**src/rtl/cycle_cost_pkg.sv**
```systemverilog
package cycle_cost_pkg;

  typedef enum logic [3:0] {
    CLS_ALU    = 4'd0,
    CLS_LD     = 4'd1,
    CLS_LDD    = 4'd2,
    CLS_ST     = 4'd3,
    CLS_STD    = 4'd4,
    CLS_LDSTUB = 4'd5,
    CLS_SWAP   = 4'd6,
    CLS_BR     = 4'd7,
    CLS_CALL   = 4'd8,
    CLS_JMPL   = 4'd9,
    CLS_RETT   = 4'd10
  } instClass_e;

  // Strobes handed from control to datapath for one accepted beat.
  typedef struct packed {
    logic       accept;
    logic [2:0] baseCost;
    logic       branchExtra;
    logic       annulExtra;
    logic       slotExtra;
    logic       trapExtra;
    logic       stallExtra;
  } costStrobes_t;

endpackage

```
**src/rtl/cycle_cost_ctrl.sv**
```systemverilog
module cycle_cost_ctrl
  import cycle_cost_pkg::*;
#(
  parameter int REG_W = 5
) (
  input  logic             clk,
  input  logic             rst,
  input  logic             coreVariant,
  input  logic             inValid,
  input  logic [3:0]       inClass,
  input  logic [REG_W-1:0] inDest,
  input  logic [REG_W-1:0] inSrcA,
  input  logic [REG_W-1:0] inSrcB,
  input  logic             inTaken,
  input  logic             inAnnul,
  input  logic             inSlotUseful,
  input  logic             inTrap,
  output costStrobes_t     strobes
);

  localparam logic [REG_W-1:0] ZERO_REG = '0;

  logic             hazArmed;
  logic [REG_W-1:0] hazReg;
  logic             isBranch;
  logic             isTransfer;
  logic             srcHit;
  logic             zeroExempt;

  // Base latency per class and control-transfer decode.
  always_comb begin
    strobes.baseCost = 3'd1;
    isBranch   = 1'b0;
    isTransfer = 1'b0;
    case (inClass)
      CLS_LD:                     strobes.baseCost = 3'd2;
      CLS_LDD, CLS_ST:            strobes.baseCost = 3'd3;
      CLS_STD, CLS_LDSTUB,
      CLS_SWAP:                   strobes.baseCost = 3'd4;
      CLS_BR: begin
        isBranch   = 1'b1;
        isTransfer = 1'b1;
      end
      CLS_CALL:                   isTransfer = 1'b1;
      CLS_JMPL, CLS_RETT: begin
        strobes.baseCost = 3'd2;
        isTransfer       = 1'b1;
      end
      default:                    strobes.baseCost = 3'd1;
    endcase
  end

  // Load-use interlock against the single remembered destination.
  always_comb begin
    srcHit     = (inSrcA == hazReg) || (inSrcB == hazReg);
    zeroExempt = coreVariant && (hazReg == ZERO_REG);
  end

  always_comb begin
    strobes.accept      = inValid;
    strobes.branchExtra = isBranch && !coreVariant && !inTaken;
    strobes.annulExtra  = isBranch && inAnnul;
    strobes.slotExtra   = isTransfer && !inSlotUseful;
    strobes.trapExtra   = inTrap;
    strobes.stallExtra  = hazArmed && srcHit && !zeroExempt;
  end

  always_ff @(posedge clk) begin
    if (rst) begin
      hazArmed <= 1'b0;
      hazReg   <= '0;
    end else if (inValid) begin
      if (inTrap) begin
        hazArmed <= 1'b0;
      end else if (inClass == CLS_LD) begin
        hazArmed <= 1'b1;
        hazReg   <= inDest;
      end else if (inClass == CLS_LDD) begin
        hazArmed <= 1'b1;
        hazReg   <= {inDest[REG_W-1:1], 1'b1};
      end else begin
        hazArmed <= 1'b0;
      end
    end
  end

endmodule

```
**src/rtl/cycle_cost_datapath.sv**
```systemverilog
module cycle_cost_datapath
  import cycle_cost_pkg::*;
#(
  parameter int COST_W  = 4,
  parameter int TOTAL_W = 32
) (
  input  logic               clk,
  input  logic               rst,
  input  costStrobes_t       strobes,
  output logic               costValid,
  output logic [COST_W-1:0]  costOut,
  output logic [TOTAL_W-1:0] totalOut
);

  localparam logic [TOTAL_W-1:0] TOTAL_MAX = {TOTAL_W{1'b1}};

  logic [COST_W-1:0]  costNext;
  logic [TOTAL_W:0]   wideSum;

  always_comb begin
    costNext = COST_W'(strobes.baseCost)
             + COST_W'(strobes.branchExtra)
             + COST_W'(strobes.annulExtra)
             + COST_W'(strobes.slotExtra)
             + COST_W'(strobes.stallExtra)
             + (strobes.trapExtra ? COST_W'(3) : '0);
    wideSum  = {1'b0, totalOut} + (TOTAL_W + 1)'(costNext);
  end

  always_ff @(posedge clk) begin
    if (rst) begin
      costValid <= 1'b0;
      costOut   <= '0;
      totalOut  <= '0;
    end else begin
      costValid <= strobes.accept;
      if (strobes.accept) begin
        costOut  <= costNext;
        totalOut <= wideSum[TOTAL_W] ? TOTAL_MAX : wideSum[TOTAL_W-1:0];
      end
    end
  end

endmodule

```
**src/rtl/cycle_cost_meter.sv**
```systemverilog
module cycle_cost_meter
  import cycle_cost_pkg::*;
#(
  parameter int REG_W   = 5,
  parameter int COST_W  = 4,
  parameter int TOTAL_W = 32
) (
  input  logic               clk,
  input  logic               rst,
  input  logic               coreVariant,
  input  logic               inValid,
  input  logic [3:0]         inClass,
  input  logic [REG_W-1:0]   inDest,
  input  logic [REG_W-1:0]   inSrcA,
  input  logic [REG_W-1:0]   inSrcB,
  input  logic               inTaken,
  input  logic               inAnnul,
  input  logic               inSlotUseful,
  input  logic               inTrap,
  output logic               costValid,
  output logic [COST_W-1:0]  costOut,
  output logic [TOTAL_W-1:0] totalOut
);

  costStrobes_t strobes;

  cycle_cost_ctrl #(.REG_W(REG_W)) u_ctrl (
    .clk          (clk),
    .rst          (rst),
    .coreVariant  (coreVariant),
    .inValid      (inValid),
    .inClass      (inClass),
    .inDest       (inDest),
    .inSrcA       (inSrcA),
    .inSrcB       (inSrcB),
    .inTaken      (inTaken),
    .inAnnul      (inAnnul),
    .inSlotUseful (inSlotUseful),
    .inTrap       (inTrap),
    .strobes      (strobes)
  );

  cycle_cost_datapath #(.COST_W(COST_W), .TOTAL_W(TOTAL_W)) u_dp (
    .clk       (clk),
    .rst       (rst),
    .strobes   (strobes),
    .costValid (costValid),
    .costOut   (costOut),
    .totalOut  (totalOut)
  );

endmodule

```
**config.mk**
```make
export PLATFORM = sky130hd
export DESIGN_NAME = cycle_cost_meter
export DESIGN_NICKNAME = d
export VERILOG_FILES = /design/src/rtl/cycle_cost_pkg.sv /design/src/rtl/cycle_cost_ctrl.sv /design/src/rtl/cycle_cost_datapath.sv /design/src/rtl/cycle_cost_meter.sv
export SDC_FILE = /design/constraint.sdc
export NUM_CORES = 1
export LEC_CHECK = 0
export CORE_ASPECT_RATIO = 0.6
export CORE_UTILIZATION = 60
export CTS_CLUSTER_SIZE = 30
export DETAILED_ROUTE_END_ITERATION = 7
export DONT_BUFFER_PORTS = 1
export GPL_TIMING_DRIVEN = 0
export PLACE_DENSITY = 0.73
export SETUP_SLACK_MARGIN = 0.15
export SYNTH_ARGS = -nofsm -noshare
export SYNTH_HDL_FRONTEND = slang
export SYNTH_SLANG_ARGS = --single-unit
```
**constraint.sdc**
```tcl
create_clock -name clk -period 5.85 [get_ports clk]
set_input_delay 1.17 -clock clk [delete_from_list [all_inputs] [get_ports clk]]
set_output_delay 1.17 -clock clk [all_outputs]
set_load 0.02 [all_outputs]
```
* Word level (Yosys, flattened, before mapping) *
Index checks and enable logic that the tools add are counted.

storage, ports and cells
  output and inout bits = 37
  logic and storage cells = 53
  flip-flop bits (word level) = 43

cells by class
  equality and inequality tests = 12
  add/subtract/negate cells = 6
  bitwise logic cells = 1
  mux-type cells = 10
  reductions and logical operators = 19

operators by type and width
  cell                                                 number
  adder 32 x 4 -> 33 bit                               1
  2-to-1 mux 32 bit                                    1
  equality test 4 x 3 -> 1 bit, second input constant  4
  adder 4 x 1 -> 4 bit                                 3
  equality test 4 bit, second input constant           3
  equality test 5 bit                                  2
  2-to-1 mux 5 bit                                     2
  one-hot mux 3 bit (3 select lines)                   1
  equality test 4 x 2 -> 1 bit, second input constant  2
  logical AND 1 bit                                    7
  OR reduction 3 bit                                   2
  zero test 5 bit                                      1
  2-to-1 mux 1 bit                                     5
  adder 3 x 1 -> 4 bit                                 1
  adder 4 bit                                          1
  equality test 4 x 1 -> 1 bit, second input constant  1
  zero test 1 bit                                      4
  OR reduction 4 bit                                   1
  AND reduction 3 bit                                  1
  2-to-1 mux 2 bit                                     1
  nonzero test 2 bit                                   1
  OR reduction 2 bit                                   1
  logical OR 1 bit                                     1
  inverter 1 bit                                       1

* Longest topological paths before layout *
Gate-level depths: netlist of the first run.

  depth after elaboration = 11
  gate-level depth with buffers = 17
  gate-level depth less buffers = 16

* Hierarchy *
A second synthesis of the first run with hierarchy kept.

unflattened totals
  cell total of the unflattened synthesis = 280
  area total of the unflattened synthesis = 2501.1 um2

modules (own cells, without submodules)
  module               area an instance (um2)  sequential area each (um2)  times used  cells each
  cycle_cost_datapath  2013.2                  740.7                       1           223
  cycle_cost_ctrl      488.0                   120.1                       1           57

* Worst setup path before layout of the first run *
OpenSTA, ideal clock, no wires.

  path type = in2reg
  start point = input port coreVariant
  end point = register u_dp.totalOut[30]
  library setup time = 80 ps
  stages on the path = 15
  path slack = 574 ps
  required time = 5770 ps
  path buffers = 1
  data arrival time = 5196 ps
  cells stage by stage = or4b_2 > o31ai_1 > a21oi_1 > fa_1 > fa_1 > ha_1 > fa_1 > inv_1 > fa_1 > nor2b_1 > o21ai_2 > nor3_4 > buf_4 > a41oi_1 > a211oi_2

on the way
  longest elaborated chain between the ends = 10
  elaborated cells on any way between the ends = 13

ends and longest elaborated chain
  element                         line                       text
  start, declared                 cycle_cost_meter.sv:10     input logic coreVariant,
  zero test 1 bit                 cycle_cost_ctrl.sv:61      strobes.branchExtra = isBranch && !coreVariant && !inTaken;
  logical AND 1 bit (2 in a row)  cycle_cost_ctrl.sv:61
  adder 3 x 1 -> 4 bit            cycle_cost_datapath.sv:22  + COST_W'(strobes.branchExtra)
  adder 4 x 1 -> 4 bit            cycle_cost_datapath.sv:23  + COST_W'(strobes.annulExtra)
  adder 4 x 1 -> 4 bit            cycle_cost_datapath.sv:24  + COST_W'(strobes.slotExtra)
  adder 4 x 1 -> 4 bit (*)        cycle_cost_datapath.sv:25  + COST_W'(strobes.stallExtra)
  adder 4 bit (*)                 cycle_cost_datapath.sv:26  + (strobes.trapExtra ? COST_W'(3) : '0);
  net u_dp.costNext[1]            cycle_cost_datapath.sv:17  logic [COST_W-1:0] costNext;
  adder 32 x 4 -> 33 bit (*)      cycle_cost_datapath.sv:27  wideSum = {1'b0, totalOut} + (TOTAL_W + 1)'(costNext);
  2-to-1 mux 32 bit (*)           cycle_cost_datapath.sv:39  totalOut <= wideSum[TOTAL_W] ? TOTAL_MAX : wideSum[TOTAL_W-1:0];
  end signal, assigned            cycle_cost_datapath.sv:39
  end, declared                   cycle_cost_datapath.sv:12  output logic [TOTAL_W-1:0] totalOut

The timed path passes the listed nets; every way through them passes the cells marked *.
A chain may end at the register's enable or synchronous reset.

* Worst setup path after layout of the first run *
  start point = input port coreVariant
  end point = register u_dp.totalOut[25]

Same word-level chain as after synthesis.

==> flow_metrics.env, run 1 <==
export IMPL_status="finished clean"
export IMPL_final_common_cell="dfxtp_1"
export IMPL_grt_max_degree=12
export IMPL_finalCritPeriodShare=0.9149
export IMPL_maxSlewViolCount=0
export IMPL_vdd_drop_max_uv=163.5
export IMPL_fin_area_um2=2691
export IMPL_fin_nets=327
export IMPL_core_um2=3850
export IMPL_drive_gt1_frac=0.1053
export IMPL_p_leak_nw=0.9872
export IMPL_crit_fanout=10
export IMPL_worstHoldPathCells=2
export IMPL_portBuffers=0
export IMPL_power_mw=0.5860
export IMPL_netlist_area_um2=2531
export IMPL_critPathArrivalTime_ns=5.51
export IMPL_setup_viol=0
export IMPL_finalHoldViolCount=0
export IMPL_max_freq_mhz=186.8
export IMPL_htreeDepth=2
export IMPL_crit_top_cell="a21oi_1"
export IMPL_r2r_start="u_ctrl.hazReg[1]"
export IMPL_timing_slew_headroom=0.6414
export IMPL_worstPathCellList="or4b_2, o31ai_1, a21oi_1, fa_1, fa_1, ha_1, a21o_1, a21oi_1, xnor2_1, ha_1, a21o_1, a2bb2oi_2, buf_2, nor3_1, xnor2_1, a21oi_1"
export IMPL_dp_hpwl_mm=4.163
export IMPL_vias_per_cell=6.020
export IMPL_vias=2059
export IMPL_clk_transition_reported_paths_ns=0.08
export IMPL_yosys_warnings=0
export IMPL_synth_ff_type="dfxtp_1"
export IMPL_setup_worst_path_class="in -> reg"
export IMPL_place_ws_ns=0.008067
export IMPL_cp_slowest_cell="or4b_2"
export IMPL_seqPwrFrac=0.545
export IMPL_clockBufferDepth=2
export IMPL_drt_iter0_drc=111
export IMPL_io_pins=64
export IMPL_die_area_um2=4491
export IMPL_hold_worst_slack_ns=0.4866
export IMPL_grt_pass1_vias=1789
export IMPL_min_period_ns=5.352
export IMPL_worstHoldStart="u_ctrl.hazArmed"
export IMPL_powerDensity_nw_per_um2=217.7
export IMPL_area_delta_synth_final_pct=6.327
export IMPL_crit_family="adder cells"
export IMPL_fin_worst_skew_ns=0.007827
export IMPL_firstDrtPassIters=4
export IMPL_wl_per_cell_um=16.16
export IMPL_crit_buf_inv=1
export IMPL_clk_latency_ns=0.29
export IMPL_max_cap_violations=0
export IMPL_placed_cell_area_um2=2603
export IMPL_antenna_left=0
export IMPL_drc_errors=0
export IMPL_synth_area_per_cell_um2=9.072
export IMPL_die_x_um=85.85
export IMPL_fp_dieH_um=52.31
export IMPL_final_cell_mix="dfxtp_1, a21oi_1, xnor2_1"
export IMPL_antenna_cells=0
export IMPL_antenna_found_initial=0
export IMPL_start_util=0.6575
export IMPL_cts_sinks=43
export IMPL_ys_types=56
export IMPL_cts_setup_buffers=0
export IMPL_cts_buffers=5
export IMPL_r2r_cells=16
export IMPL_synth_async_reset_ratio=0
export IMPL_startpoint_type="primary input"
export IMPL_p_int_mw=0.4216
export IMPL_synth_edf_count=0
export IMPL_netlist_top_cells_area="dfxtp_1, xnor2_1, a21oi_1"
export IMPL_synth_top_area_frac=0.3401
export IMPL_fin_ws_ns=0.4979
export IMPL_combPwrFrac=0.160
export IMPL_r2r_slack_ns=0.92
export IMPL_routed_wirelength_mm=5.528
export IMPL_synth_seq_area_share=0.3401
export IMPL_cts_tree="built"
export IMPL_syn_inst=279
export IMPL_place_inst=336
export IMPL_netSwitchingFraction=0.2805
export IMPL_fin_setup_tns_ns=0
export IMPL_rows=17
export IMPL_final_cells=342
export IMPL_rsz0062_at_grt="no"
export IMPL_required_ns=6.00
export IMPL_gp_congestion=0.8181
export IMPL_cp_end_kind="flop"
export IMPL_tightest_slew_ns=0.5379
export IMPL_timing_rr_end="u_dp.totalOut[25]"
export IMPL_grt_overflow_total=0
export IMPL_clkPwrFrac=0.296
export IMPL_hp_class="reg -> reg"
export IMPL_yosys_register_bits=43
export IMPL_cts_root_buf="clkbuf_8"
export IMPL_synth_largest_area_cell="dfxtp_1"
export IMPL_grt_pass1_wl_mm=9.004
export IMPL_cp_slowest_stage_delay_ns=0.56
export IMPL_switchingPower_mw=0.1644
export IMPL_fin_util=0.6991
export IMPL_min_to="u_ctrl.hazArmed"
export IMPL_gr_usage_all_layers=0.2591
export IMPL_syn_num_nets=320
[worst max-delay path by stage]
stage / cells after the start / startpoint / slack, ns / end
3_5_place_dp: 16 / coreVariant / 0.008 / u_dp.totalOut[25]
6_report: 16 / coreVariant / 0.50 / u_dp.totalOut[25]
5_1_grt: 16 / coreVariant / 0.23 / u_dp.totalOut[13]
4_1_cts: 16 / coreVariant / 0.28 / u_dp.totalOut[25]
3_3_place_gp: 16 / coreVariant / 0.07 / u_dp.totalOut[25]
2_1_floorplan: 15 / coreVariant / 0.57 / u_dp.totalOut[30]
[sequential cells by signal, indices dropped and copies added, names as in the netlist]
register,cells
u_ctrl.hazArmed,1
u_dp.costOut,4
u_ctrl.hazReg,5
u_dp.costValid,1
u_dp.totalOut,32
[final cells by class]
class	count	area, um^2
clock buffers	6	72.57
flip-flops and latches	43	860.8
plain buffers	17	91.34
well taps	57	71.32
inverters	9	33.78
multi-input cells	210	1562
fillers	316	1159
[cells by family (layout without fill, tap and decap cells)]
family | count (synthesis) | count (layout) | synth area share
buffers and inverters | 26 | 32 | 0.04943
AO/OA/AOI/OAI | 56 | 56 | 0.1404
AND/OR/NAND/NOR | 96 | 96 | 0.2323
multiplexers | 9 | 9 | 0.03559
flip-flops | 43 | 43 | 0.3401
adder cells (fa/ha/maj) | 14 | 14 | 0.08107
XOR/XNOR | 35 | 35 | 0.1211
[power groups by stage]
| stage | combinational [mW] | sequential, mW | clock, mW |
|---|---|---|---|
| 4_1_cts | 0.0894 | 0.319 | 0.174 |
| 5_1_grt | 0.104 | 0.320 | 0.187 |
| 6_report | 0.0937 | 0.319 | 0.173 |
| 2_1_floorplan | 0.0726 | 0.323 | 0 |
| 3_5_place_dp | 0.0886 | 0.326 | 0 |
| 3_3_place_gp | 0.0858 | 0.326 | 0 |
[metal layers]
layer,part of all wire,track usage,wire length [um]
met5,0,0,0
met4,0.0096,0.05000,53
met3,0.068,0.07244,376
met2,0.38,0.3587,2098
met1,0.54,0.3936,3000
[cells in the mapped netlist (all sizes together) (2+ instances only)]
cell type and count:
a211oi 2, a21o 2, a21oi 29, a311oi 5, a31oi 4, and2 2, and3 3, and4 4
and4b 2, buf 11, clkbuf 6, dfxtp 43, fa 4, ha 10, inv 9, mux2i 9
nand2 10, nand3 11, nand4 6, nand4b 2, nor2 22, nor2b 3, nor3 17, nor4 5
o21a 3, o21ai 4, or2 2, xnor2 25, xor2 10
[worst reg2reg max path, cell delays in order (launching register included)]
cell	delay [ns]
dfxtp_1	0.35
or4b_2	0.67
o31ai_1	0.21
a21oi_1	0.12
fa_1	0.52
fa_1	0.50
ha_1	0.30
a21o_1	0.17
a21oi_1	0.20
xnor2_1	0.18
ha_1	0.33
a21o_1	0.22
a2bb2oi_2	0.35
buf_2	0.33
nor3_1	0.10
xnor2_1	0.16
a21oi_1	0.10
[repair_timing]
action	CTS	global route
hold buffers	0	0
endpoints found under the setup margin	0	13
resized for setup	0	3
Power figures use the tool's default switching activity.
==> run 2, diff against run 1 <==
--- a/config.mk
+++ b/config.mk
@@ -13,6 +13,7 @@
 export GPL_TIMING_DRIVEN = 0
 export PLACE_DENSITY = 0.73
 export SETUP_SLACK_MARGIN = 0.15
+export SKIP_LAST_GASP = 1
 export SYNTH_ARGS = -nofsm -noshare
 export SYNTH_HDL_FRONTEND = slang
 export SYNTH_SLANG_ARGS = --single-unit
==> results of run 2 <==
Same layout as run 1: the final DEF is identical, and so are final timing and power.
==> run 3, diff against run 2 <==
--- a/config.mk
+++ b/config.mk
@@ -5,6 +5,7 @@
 export SDC_FILE = /design/constraint.sdc
 export NUM_CORES = 1
 export LEC_CHECK = 0
+export CAP_MARGIN = 10
 export CORE_ASPECT_RATIO = 0.6
 export CORE_UTILIZATION = 60
 export CTS_CLUSTER_SIZE = 30
@@ -16,4 +17,5 @@
 export SKIP_LAST_GASP = 1
 export SYNTH_ARGS = -nofsm -noshare
 export SYNTH_HDL_FRONTEND = slang
+export SYNTH_HIERARCHICAL = 1
 export SYNTH_SLANG_ARGS = --single-unit
==> flow_metrics.env, run 3 <==
export IMPL_status="finished clean"
export IMPL_final_cell_mix="dfxtp_1, a21oi_1, xor2_1"
export IMPL_die_x_um=85.35
export IMPL_multi_input_area_um2=1505
export IMPL_worstHoldStart="u_ctrl/hazArmed"
export IMPL_grt_max_degree=13
export IMPL_critPathArrivalTime_ns=5.50
export IMPL_htreeDepth=2
export IMPL_syn_inst=280
export IMPL_finalHoldViolCount=0
export IMPL_drt_iter0_drc=86
export IMPL_wl_per_cell_um=16.13
export IMPL_hold_worst_slack_ns=0.4712
export IMPL_start_util=0.6533
export IMPL_rows=17
export IMPL_routed_wirelength_mm=5.403
export IMPL_clk_transition_reported_paths_ns=0.08
export IMPL_area_delta_synth_final_pct=6.353
export IMPL_startpoint="coreVariant"
export IMPL_fin_util=0.6948
export IMPL_grt_pass1_vias=1763
export IMPL_rsz0062_at_grt="no"
export IMPL_synth_edf_count=0
export IMPL_firstDrtPassIters=4
export IMPL_final_common_cell="dfxtp_1"
export IMPL_tightest_slew_ns=0.5565
export IMPL_place_inst=327
export IMPL_synth_seq_area_share=0.3442
export IMPL_yosys_warnings=6
export IMPL_fin_nets=328
export IMPL_synth_ff_type="dfxtp_1"
export IMPL_synth_top_area_frac=0.3442
export IMPL_nFillCells=324
export IMPL_powerDensity_nw_per_um2=229.6
export IMPL_setup_worst_path_class="in -> reg"
export IMPL_drc_errors=0
export IMPL_crit_fanout=10
export IMPL_place_ws_ns=0.2558
export IMPL_yosys_register_bits=43
export IMPL_cts_setup_buffers=0
export IMPL_final_cells=335
export IMPL_grt_overflow_total=0
export IMPL_cts_hold_buf=0
export IMPL_min_period_ns=5.345
export IMPL_ys_types=51
export IMPL_startpoint_type="primary input"
export IMPL_fin_ws_ns=0.5054
export IMPL_fp_dieH_um=52.01
export IMPL_drive_gt1_frac=0.09375
export IMPL_vdd_drop_max_uv=153.0
export IMPL_antenna_left=0
export IMPL_timing_slew_headroom=0.6290
export IMPL_seq_area_um2=860.8
export IMPL_cts_buffers=5
export IMPL_largest_register_ff_count=32
export IMPL_vias_per_cell=6.003
export IMPL_io_pins=64
export IMPL_gr_usage_all_layers=0.2550
export IMPL_dp_hpwl_mm=4.137
export IMPL_synth_async_reset_ratio=0
export IMPL_fin_setup_tns_ns=0
export IMPL_antenna_cells=0
export IMPL_die_area_um2=4439
export IMPL_vias=2011
export IMPL_gp_congestion=0.7894
export IMPL_max_cap_violations=0
export IMPL_core_um2=3829
export IMPL_netlist_area_um2=2501
export IMPL_yosysMostFrequentCell="dfxtp_1"
export IMPL_synth_largest_area_cell="dfxtp_1"
export IMPL_clockBufferDepth=2
export IMPL_netlist_top_cells_area="dfxtp_1, xor2_1, a21oi_1"
export IMPL_reg_top3="u_dp/totalOut x32, u_ctrl/hazReg x5, u_dp/costOut x4"
export IMPL_fin_worst_skew_ns=0.004056
export IMPL_max_freq_mhz=187.1
export IMPL_setup_viol=0
export IMPL_r2r_start="u_ctrl/hazReg[0]"
export IMPL_cp_end_kind="flop"
export IMPL_required_ns=6.01
export IMPL_antenna_found_initial=0
export IMPL_cts_sinks=43
export IMPL_ctsResizeCount=0
export IMPL_cts_root_buf="clkbuf_8"
export IMPL_grt_pass1_wl_mm=8.638
export IMPL_finalCritPeriodShare=0.9136
export IMPL_maxSlewViolCount=0
export IMPL_synthTopCellsByCount="dfxtp_1, a21oi_1, xor2_1, nor2_1"
export IMPL_cts_tree="built"
export IMPL_clk_latency_ns=0.29
export IMPL_synth_area_per_cell_um2=8.933
export IMPL_portBuffers=0
export IMPL_hp_class="reg -> reg"
export IMPL_p_leak_nw=1.095
export IMPL_syn_num_nets=321
export IMPL_regMostFlops="u_dp/totalOut"
==> run 3: changes by cell type in the layout (fill, tap and decap cells not counted), moves of 3 or more <==
cell,before,now
nor3_1,15,8
nand3_1,11,14
clkbuf_1,7,4
nor4_2,3,0
xnor2_1,25,8
inv_1,9,14
nand2_1,10,14
xor2_1,10,27
nand4_1,4,11
and3_1,3,7
a311oi_1,5,0
nor2_1,22,19
==> run 3: power breakdown <==
part	internal (mW)	switching [mW]	leakage (nW)
sequential	0.301	0.0179	0.348
combinational	0.0394	0.0486	0.695
clock	0.108	0.0961	0.0515
==> run 3: per-stage QoR <==
stage	instance area [um^2]	power, mW
3_3_place_gp	2560	0.4097
5_1_grt	2660	0.6387
3_5_place_dp	2560	0.4117
2_1_floorplan	2501	0.3936
6_report	2660	0.6107
4_1_cts	2660	0.6147
==> run 3: logic make-up after synthesis <==
logic type | synth area share
compound gates | 0.1331
xor+xnor | 0.1291
fa+ha+maj | 0.08204
buf+inv | 0.05402
flops | 0.3442
mux | 0.03602
simple gates | 0.2216
==> run 3: layout make-up <==
class | count | share of cell area
multi-input cells | 208 | 0.5659
flip-flops and latches | 43 | 0.3236
clock buffers | 8 | 0.03763
plain buffers | 15 | 0.03104
well taps | 47 | 0.02211
inverters | 14 | 0.01976
==> run 3: worst max-delay path: stages <==
cell and delay (ns):
or4b_1 0.42, o31ai_1 0.20, a21oi_1 0.12, fa_1 0.56
inv_1 0.05, fa_1 0.43, inv_1 0.06, ha_1 0.15
inv_1 0.05, fa_1 0.38, xnor2_1 0.29, ha_1 0.34
nor2b_1 0.17, o31a_1 0.23, buf_2 0.19, and3_1 0.20
nand3_2 0.12, buf_2 0.26, a21oi_1 0.11
==> run 3: final timing paths <==
path | end | slack (ns) | depth (start not counted)
worst max-delay path | u_dp/totalOut[21] | 0.51 | 19
worst min-delay path | u_ctrl/hazArmed | 0.47 | 2
worst max register to register | u_dp/totalOut[21] | 0.92 | 19
worst min register to register | u_ctrl/hazArmed | 0.47 | 2
==> run 3: per-layer routing <==
layer  vias to the layer above  routed length (um)  share of wire  track usage
li1                       1002                   -              -            -
met1                       914                2741           0.51       0.4029
met5                         -                   0              0            0
met2                        90                2033           0.38       0.3306
met4                         0                  32         0.0059      0.05000
met3                         5                 595           0.11      0.07460
